File: config.mk
export PLATFORM = sky130hd
export DESIGN_NAME = cfg_byte_bridge
export DESIGN_NICKNAME = d
export VERILOG_FILES = /design/src/rtl/cfg_bridge_pkg.sv /design/src/rtl/cfg_word_decode.sv /design/src/rtl/cfg_readback.sv /design/src/rtl/cfg_byte_bridge.sv
export SDC_FILE = /design/constraint.sdc
export NUM_CORES = 1
export LEC_CHECK = 0
export BUFFER_PORTS_ARGS = -buffer_cell sky130_fd_sc_hd__buf_2
export CAP_MARGIN = 10
export CORE_MARGIN = 2
export CORE_UTILIZATION = 37
export DETAILED_ROUTE_END_ITERATION = 7
export PLACE_DENSITY_LB_ADDON = 0.12
export SLEW_MARGIN = 25
export SYNTH_ARGS = -nofsm -noshare
export SYNTH_HDL_FRONTEND = slang
export SYNTH_SLANG_ARGS = --single-unit
File: constraint.sdc
create_clock -name clk -period 2.8 [get_ports clk]
set_input_delay 0.42 -clock clk [delete_from_list [all_inputs] [get_ports clk]]
set_output_delay 0.42 -clock clk [all_outputs]
set_load 0.005 [all_outputs]
File: src/rtl/cfg_bridge_pkg.sv
package cfg_bridge_pkg;
  localparam int WORD_W_D   = 32;
  localparam int BYTE_W_D   = 8;
  localparam int IDX_W_D    = 3;
  localparam int NUM_WREG_D = 5;
  localparam int RD_RX_D    = 3;
  localparam int RD_ST_D    = 4;
endpackage

File: src/rtl/cfg_word_decode.sv
module cfg_word_decode #(
  parameter int WORD_W   = cfg_bridge_pkg::WORD_W_D,
  parameter int BYTE_W   = cfg_bridge_pkg::BYTE_W_D,
  parameter int IDX_W    = cfg_bridge_pkg::IDX_W_D,
  parameter int NUM_WREG = cfg_bridge_pkg::NUM_WREG_D
) (
  input  logic                clk,
  input  logic                rst_n,
  input  logic                take,
  input  logic [WORD_W-1:0]   word,
  output logic [NUM_WREG-1:0] wr_stb,
  output logic [BYTE_W-1:0]   wr_data,
  output logic                sel_load,
  output logic [IDX_W-1:0]    sel_idx
);
  localparam int IDX_LSB = BYTE_W;
  localparam int DIR_BIT = BYTE_W + IDX_W;

  logic             is_write;
  logic [IDX_W-1:0] idx;
  logic [NUM_WREG-1:0] stb_d;

  assign is_write = word[DIR_BIT];
  assign idx      = word[IDX_LSB +: IDX_W];
  assign sel_load = take && !is_write;
  assign sel_idx  = idx;

  for (genvar g = 0; g < NUM_WREG; g++) begin : g_stb
    assign stb_d[g] = take && is_write && (idx == IDX_W'(g));
  end

  always_ff @(posedge clk) begin
    if (!rst_n) begin
      wr_stb  <= '0;
      wr_data <= '0;
    end else begin
      wr_stb <= stb_d;
      if (take && is_write) wr_data <= word[BYTE_W-1:0];
    end
  end

  AST_STB_ONEHOT: assert property (@(posedge clk) disable iff (!rst_n)
    $onehot0(wr_stb));
  AST_NO_STB_ON_SELECT: assert property (@(posedge clk) disable iff (!rst_n)
    (take && !word[DIR_BIT]) |=> (wr_stb == '0));
  AST_NO_STB_IDLE: assert property (@(posedge clk) disable iff (!rst_n)
    !take |=> (wr_stb == '0));
  AST_STB_DATA: assert property (@(posedge clk) disable iff (!rst_n)
    (take && word[DIR_BIT] && (word[IDX_LSB +: IDX_W] < IDX_W'(NUM_WREG)))
      |=> (wr_data == $past(word[BYTE_W-1:0])));
endmodule

File: src/rtl/cfg_readback.sv
module cfg_readback #(
  parameter int WORD_W = cfg_bridge_pkg::WORD_W_D,
  parameter int BYTE_W = cfg_bridge_pkg::BYTE_W_D,
  parameter int IDX_W  = cfg_bridge_pkg::IDX_W_D,
  parameter int RD_RX  = cfg_bridge_pkg::RD_RX_D,
  parameter int RD_ST  = cfg_bridge_pkg::RD_ST_D
) (
  input  logic              clk,
  input  logic              rst_n,
  input  logic              sel_load,
  input  logic [IDX_W-1:0]  sel_idx,
  input  logic [BYTE_W-1:0] rx_byte,
  input  logic [BYTE_W-1:0] stat_byte,
  output logic [WORD_W-1:0] rb_word
);
  localparam int PAD_W = WORD_W - BYTE_W;

  logic [IDX_W-1:0]  sel_q;
  logic [BYTE_W-1:0] byte_mux;

  always_ff @(posedge clk) begin
    if (!rst_n)        sel_q <= '0;
    else if (sel_load) sel_q <= sel_idx;
  end

  always_comb begin
    if (sel_q == IDX_W'(RD_RX))      byte_mux = rx_byte;
    else if (sel_q == IDX_W'(RD_ST)) byte_mux = stat_byte;
    else                             byte_mux = '0;
  end

  assign rb_word = {{PAD_W{1'b0}}, byte_mux};

  AST_SEL_HELD: assert property (@(posedge clk) disable iff (!rst_n)
    !sel_load |=> $stable(sel_q));
  AST_SEL_RX: assert property (@(posedge clk) disable iff (!rst_n)
    (sel_load && sel_idx == IDX_W'(RD_RX)) |=> (rb_word[BYTE_W-1:0] == rx_byte));
  always_comb begin
    AST_UPPER_ZERO: assert (rb_word[WORD_W-1:BYTE_W] == '0);
  end
endmodule

File: src/rtl/cfg_byte_bridge.sv
module cfg_byte_bridge #(
  parameter int WORD_W   = cfg_bridge_pkg::WORD_W_D,
  parameter int BYTE_W   = cfg_bridge_pkg::BYTE_W_D,
  parameter int IDX_W    = cfg_bridge_pkg::IDX_W_D,
  parameter int NUM_WREG = cfg_bridge_pkg::NUM_WREG_D,
  parameter int RD_RX    = cfg_bridge_pkg::RD_RX_D,
  parameter int RD_ST    = cfg_bridge_pkg::RD_ST_D
) (
  input  logic                clk,
  input  logic                rst_n,
  input  logic                cfg_valid,
  output logic                cfg_ready,
  input  logic [WORD_W-1:0]   cfg_word,
  output logic [NUM_WREG-1:0] wr_stb,
  output logic [BYTE_W-1:0]   wr_data,
  input  logic [BYTE_W-1:0]   rx_byte,
  input  logic [BYTE_W-1:0]   stat_byte,
  output logic [WORD_W-1:0]   rb_word
);
  logic             take;
  logic             sel_load;
  logic [IDX_W-1:0] sel_idx;

  always_ff @(posedge clk) begin
    if (!rst_n) cfg_ready <= 1'b0;
    else        cfg_ready <= 1'b1;
  end

  assign take = cfg_valid && cfg_ready;

  cfg_word_decode #(.WORD_W(WORD_W), .BYTE_W(BYTE_W), .IDX_W(IDX_W),
                    .NUM_WREG(NUM_WREG)) u_dec (
    .clk(clk), .rst_n(rst_n), .take(take), .word(cfg_word),
    .wr_stb(wr_stb), .wr_data(wr_data),
    .sel_load(sel_load), .sel_idx(sel_idx));

  cfg_readback #(.WORD_W(WORD_W), .BYTE_W(BYTE_W), .IDX_W(IDX_W),
                 .RD_RX(RD_RX), .RD_ST(RD_ST)) u_rb (
    .clk(clk), .rst_n(rst_n), .sel_load(sel_load), .sel_idx(sel_idx),
    .rx_byte(rx_byte), .stat_byte(stat_byte), .rb_word(rb_word));

  AST_READY_AFTER_RESET: assert property (@(posedge clk) disable iff (!rst_n)
    1'b1 |=> cfg_ready);
endmodule

==> impl_metrics.json, run 1 <==
{
  "rsz0062_at_grt": "false",
  "synth-simple-area-share_pct": 19.1,
  "required_ns": 2.38,
  "synthAdderAreaFrac_pct": 0,
  "stdcell_area_sq_mm": 0.00111,
  "power_frac_seq_pct": 56.9,
  "min_period_ns": 1.74,
  "antenna_found_initial": 0,
  "ant_nets": 0,
  "grt_max_degree": 25,
  "start_util_pct": 38.0,
  "cellPowerDensity_mw_per_mm2": 398,
  "ys_ff_latch": 17,
  "combPwrFrac_pct": 14.5,
  "dr.pass1.iters": 2,
  "floorplan.rows": 18,
  "cts_resized": 0,
  "synth_ff_type": "dfxtp_1",
  "synthTopCellsByArea": "dfxtp_1 (37%), buf_4 (20%), mux2i_1 (12%)",
  "insertion_delay_ns": 0.28,
  "cts_max_level": 1,
  "area_growth_pct": 21.7,
  "holdWs_ns": 0.355,
  "grt_pass1_wl_microns": 2300,
  "die-area_sq_mm": 0.00289,
  "hold_viol_final": 0,
  "syn_avg_cell_area_sq_um": 9.25,
  "maxCapViolations": 0,
  "clock_sinks": 17,
  "root_buffer": "clkbuf_4",
  "syn-cell-area_sq_um": 916,
  "initialDrtViolationCount": 3,
  "status": "completed",
  "cts_tree": "yes",
  "maxSlewViolCount": 0,
  "drc_errors": 0,
  "p_leak_nw": 0.609,
  "fmax_mhz": 574,
  "cts_buffers": 3,
  "antenna_cells": 0,
  "synth_most_common_cell": "buf_4",
  "track_usage_pct": 10.7,
  "wl_per_cell_microns": 8.99,
  "gp_congestion": 0.636,
  "post-route-util_pct": 46.3,
  "ys_seq_area_share_pct": 37.2,
  "clockBufferDepth": 2,
  "nNetsFinal": 202,
  "worst-setup-path-type": "flip-flop to primary output",
  "netlist.area_leader.share_pct": 37.2,
  "yosysTopAreaCell": "dfxtp_1",
  "wirelength_microns": 1620,
  "endpoint_kind": "primary output",
  "core_area_sq_mm": 0.00241,
  "vdd_drop_max_mv": 0.235,
  "arrival_ns": 1.32,
  "critPathMaxFanout": 8,
  "port_buffers": 52,
  "dp_hpwl_microns": 1350,
  "yosys_warnings": 0,
  "path_clk_slew_ns": 0.10,
  "cts_setup_buffers": 0,
  "dp_cells": 176,
  "hold_path_class": "input port to flip-flop",
  "die_h_microns": 53.8,
  "io_pins": 97,
  "clock-skew-final_ns": 0.00438,
  "hold_buffers": 0,
  "die_w_microns": 53.8,
  "synth_commonest_cells": "buf_4 (24), nand2_1 (22), dfxtp_1 (17)",
  "synth_cells": 99,
  "setup_viol": 0,
  "fin_crit_sh_pct": 62.2,
  "synthMuxAreaShare_pct": 12.0,
  "async_flop_share_pct": 0,
  "synth_edf_count": 0,
  "place_area_sq_mm": 0.00109,
  "internal-power_w": 0.000332,
  "netSwitchingPower_w": 0.000112,
  "pwr-share-clk_pct": 28.6,
  "finalSetupTns_ns": 0,
  "swShare_pct": 25.2,
  "instances_no_fill": 180,
  "drive_above_1_share_pct": 38.7,
  "synth.distinct_cells": 17,
  "synth_xor_area_share_pct": 0,
  "synth_top_family_by_area": "buffers and inverters",
  "vias": 770,
  "synth_compound_area_share_pct": 7.65,
  "routed_via_density": 4.28,
  "grt_overflow": 0,
  "grt_pass1_vias": 596,
  "fill_cells": 236,
  "start_kind": "flip-flop"
}
stage by stage:
step	power, W	setup slack (ns)
floorplan	0.000315	1.56
global placement	0.000321	1.40
detailed placement	0.000322	1.37
CTS	0.000453	1.04
global route	0.000474	0.932
finish	0.000444	1.06
per-layer routing:
metal	wire [microns]	share of wire, %	global-route usage, %	vias to the layer above
li1	-	-	-	389
met1	679	42	12.0	334
met2	754	47	19.5	45
met3	173	11	1.67	2
met4	10	0.62	5.13	0
met5	0	0	0	-
layout make-up:
class / instances / area, sq um / share of cell area (%)
Sequential cell: 17 / 340 / 30.5
Inverter: 1 / 3.75 / 0.337
Clock buffer: 3 / 22.5 / 2.02
Timing Repair Buffer: 52 / 260 / 23.3
Tap cell: 30 / 37.5 / 3.37
Multi-Input combinational cell: 76 / 445 / 40.0
Clock inverter: 1 / 5.00 / 0.449
worst max-delay path, cell delays in order (launching register included):
cell and delay (ns):
dfxtp_1 0.40, and3b_1 0.35, a22o_1 0.18, buf_2 0.10
logic make-up (layout without fill, tap and decap cells):
kind of cell	count (synthesis)	count (layout)
other cells	1	24
compound gates	8	8
buf+inv	29	57
mux	11	11
flops	17	17
simple gates	33	33
power by group through the flow:
stage / sequential (W) / clock (W) / combinational [W]
after floorplan: 0.000258 / 0 / 0.0000567
after global placement: 0.000258 / 0 / 0.0000633
after detailed placement: 0.000258 / 0 / 0.0000643
after CTS: 0.000253 / 0.000136 / 0.0000644
after global routing: 0.000253 / 0.000145 / 0.0000753
final: 0.000253 / 0.000127 / 0.0000641
sequential cells by signal (all words and copies together) (netlist names):
signal,count
u_dec.wr_stb,5
u_rb.sel_q,3
cfg_ready,1
u_dec.wr_data,8
cell usage in the layout (no fill, tap or decap), drive strengths merged, types with 3 or more instances in the layout:
master / Yosys / layout
a22o: 8 / 8
buf: 28 / 52
clkbuf: 0 / 3
conb: 1 / 24
dfxtp: 17 / 17
mux2i: 11 / 11
nand2: 22 / 22
nor4: 4 / 4
path summary, 6_finish.rpt:
check                                start                            end  slack (ns)  depth (start not counted)
max             u_rb.sel_q[0]$_SDFFE_PN0P_                     rb_word[7]        1.06                          3
max reg2reg              cfg_ready$_DFF_P_  u_dec.wr_data[7]$_SDFFE_PN0P_        1.66                          2
min reg2reg  u_dec.wr_data[6]$_SDFFE_PN0P_  u_dec.wr_data[6]$_SDFFE_PN0P_        0.46                          2
min                            cfg_word[8]     u_dec.wr_stb[4]$_SDFF_PN0_        0.36                          2
No activity file was read; power rests on OpenSTA's default activity.
==> run 2, diff against run 1 <==
Settings changed: ABC_AREA set to 1, CORE_UTILIZATION 37 to 32.
Clock period 2.8 ns to 1.55 ns, I/O delays scaled along.
==> impl_metrics.json, run 2 <==
{
  "die-area_sq_mm": 0.00356,
  "syn-cell-area_sq_um": 991,
  "r2r_start": "cfg_ready$_DFF_P_",
  "ys_ff_latch": 17,
  "synth_most_common_cell": "nor2_1",
  "drc_errors": 0,
  "grt_pass1_vias": 743,
  "final_common_cell": "buf_2",
  "post-route-util_pct": 39.9,
  "fmax_mhz": 704,
  "worst-setup-path-type": "flip-flop to primary output",
  "root_buffer": "clkbuf_4",
  "reg2reg_depth": 4,
  "yosysTopAreaCell": "dfxtp_1",
  "clockBufferDepth": 2,
  "track_usage_pct": 11.1,
  "arrival_ns": 1.19,
  "maxSlewViolCount": 0,
  "maxCapViolations": 0,
  "antenna_found_initial": 0,
  "yosys_warnings": 0,
  "dp_hpwl_microns": 1470,
  "async_flop_share_pct": 0,
  "synth_compound_area_share_pct": 4.04,
  "synth_ff_type": "dfxtp_1",
  "setup_viol": 0,
  "cts_buffers": 3,
  "initialDrtViolationCount": 49,
  "synth_edf_count": 0,
  "hold_end": "u_dec.wr_data[1]$_SDFFE_PN0P_",
  "io_pins": 97,
  "die_w_microns": 59.7,
  "synth-simple-area-share_pct": 30.2,
  "ant_nets": 0,
  "clock-skew-final_ns": 0.00196,
  "regMostFlops": "u_dec.wr_data",
  "die_h_microns": 59.7,
  "syn_avg_cell_area_sq_um": 6.83,
  "hold_viol_final": 0,
  "status": "completed",
  "hold_path_class": "input port to flip-flop",
  "most-common-layout-cells": "buf_2 (52), nor2_1 (29), nand2_1 (24), conb_1 (24), inv_1 (23)",
  "setup.worst_path.start": "u_rb.sel_q[0]$_SDFFE_PN0P_",
  "synth_top_family_by_area": "buffers and inverters",
  "fill_cells": 340,
  "synth_cells": 145,
  "fin_crit_sh_pct": 91.7,
  "p_leak_nw": 0.733,
  "synthAdderAreaFrac_pct": 0,
  "slowest_delay_ns": 0.38,
  "hold_buffers": 0,
  "start_util_pct": 33.0,
  "netlist.area_leader.share_pct": 34.3,
  "crit_slowest_cell": "dfxtp_2",
  "dr.pass1.iters": 4,
  "drive_above_1_share_pct": 31.6,
  "rr_endpoint": "u_dec.wr_stb[3]$_SDFF_PN0_",
  "cts_tree": "yes",
  "rsz0062_at_grt": "false",
  "core_area_sq_mm": 0.00300,
  "vias": 909,
  "whs_path_depth": 3,
  "wirelength_microns": 1900,
  "cellPowerDensity_mw_per_mm2": 703,
  "gp_congestion": 0.619,
  "finalSetupTns_ns": 0,
  "port_buffers": 52,
  "top_regs": "u_dec.wr_data (8), u_dec.wr_stb (5), u_rb.sel_q (3)",
  "synthMuxAreaShare_pct": 0,
  "grt_max_degree": 19,
  "min_from": "cfg_word[1]",
  "rrSetupSlack_ns": 0.55,
  "grt_overflow": 0,
  "cts_max_level": 1,
  "antenna_cells": 0,
  "endpoint_kind": "primary output",
  "synthTopCellsByArea": "dfxtp_1 (34%), buf_4 (19%), nor2_1 (11%)",
  "floorplan.rows": 20,
  "synth_xor_area_share_pct": 0,
  "grt_pass1_wl_microns": 3070,
  "nNetsFinal": 248,
  "insertion_delay_ns": 0.28,
  "vdd_drop_max_mv": 0.402,
  "required_ns": 1.32,
  "routed_via_density": 3.97,
  "ys_seq_area_share_pct": 34.3,
  "min_period_ns": 1.42,
  "clock_sinks": 17,
  "area_growth_pct": 20.8,
  "synth_commonest_cells": "nor2_1 (29), buf_4 (25), nand2_1 (24)",
  "wl_per_cell_microns": 8.30,
  "start_kind": "flip-flop",
  "crit_path_cell_trace": "inv_1 -> nand3_4 -> o21ai_0 -> buf_2",
  "synth.distinct_cells": 17,
  "path_clk_slew_ns": 0.09,
  "largest_register_ffs": 8,
  "critPathMaxFanout": 9
}
==> run 2: changes by cell type in the layout (fill, tap and decap cells not counted), sizes merged, moves of 3 or more <==
cell and delta:
nor2 +29, nand4 +8, a22o -8, nand2 +3, inv +23, nand3 +3, nor4 -4, o21ai +8
mux2i -11
==> run 2: what timing repair did <==
action / in CTS / in global routing
gates resized for setup: 0 / 5
endpoints found under the setup margin: 0 / 8
hold endpoints to repair: 0 / 0
setup buffers: 0 / 0
==> run 2: per-stage QoR <==
stage	area, sq um	total power [W]	worst slack (ns)	hold slack, ns	std cells
floorplan	1080	0.000597	0.515	0.260	168
global placement	1160	0.000616	0.363	0.455	225
detailed placement	1160	0.000618	0.358	0.460	225
CTS	1190	0.000854	0.0310	0.156	229
global route	1200	0.000906	0.0115	0.170	229
finish	1200	0.000842	0.129	0.168	229
==> run 2: worst max path at each step <==
stage | to | slack (ns) | depth (start not counted)
detailed placement | rb_word[0] | 0.36 | 4
global route | rb_word[5] | 0.01 | 4
floorplan | rb_word[0] | 0.52 | 4
global placement | rb_word[3] | 0.36 | 4
CTS | rb_word[0] | 0.03 | 4
finish | rb_word[0] | 0.13 | 4
==> run 2: cell type report <==
type                       count  area, sq um  share of cell area (%)
tap                           33         41.3                    3.45
clock buffer                   4         26.3                    2.19
inverter                      24         90.1                    7.52
timing repair buffer          52          260                    21.7
sequential                    17          343                    28.6
multi-input combinational     99          437                    36.5
==> run 2: per-layer routing <==
metal / up-vias / wire length [microns] / share of wire [%] / global-route usage [%]
met5: - / 0 / 0 / 0
met4: 0 / 9 / 0.47 / 3.81
met3: 2 / 139 / 7.3 / 2.81
met2: 35 / 941 / 50 / 18.5
met1: 382 / 811 / 43 / 14.0
li1: 490 / - / - / -
==> run 2: cell families (layout without fill, tap and decap cells) <==
group,after synthesis,in the layout
AND/OR/NAND/NOR,67,67
buffers and inverters,52,80
flip-flops,17,17
AO/OA/AOI/OAI,8,8
other,1,24
==> run 2: critical path, delay by kind of cell, from the launching register on <==
family	cells	cell delay [ns]
flops	1	0.38
buf+inv	2	0.25
compound gates	1	0.16
simple gates	1	0.11
==> run 2: power breakdown <==
part | switching, W | internal (W)
Combinational | 0.0000802 | 0.0000619
Sequential | 0.0000142 | 0.000454
Clock | 0.000131 | 0.0000997
Total | 0.000226 | 0.000616
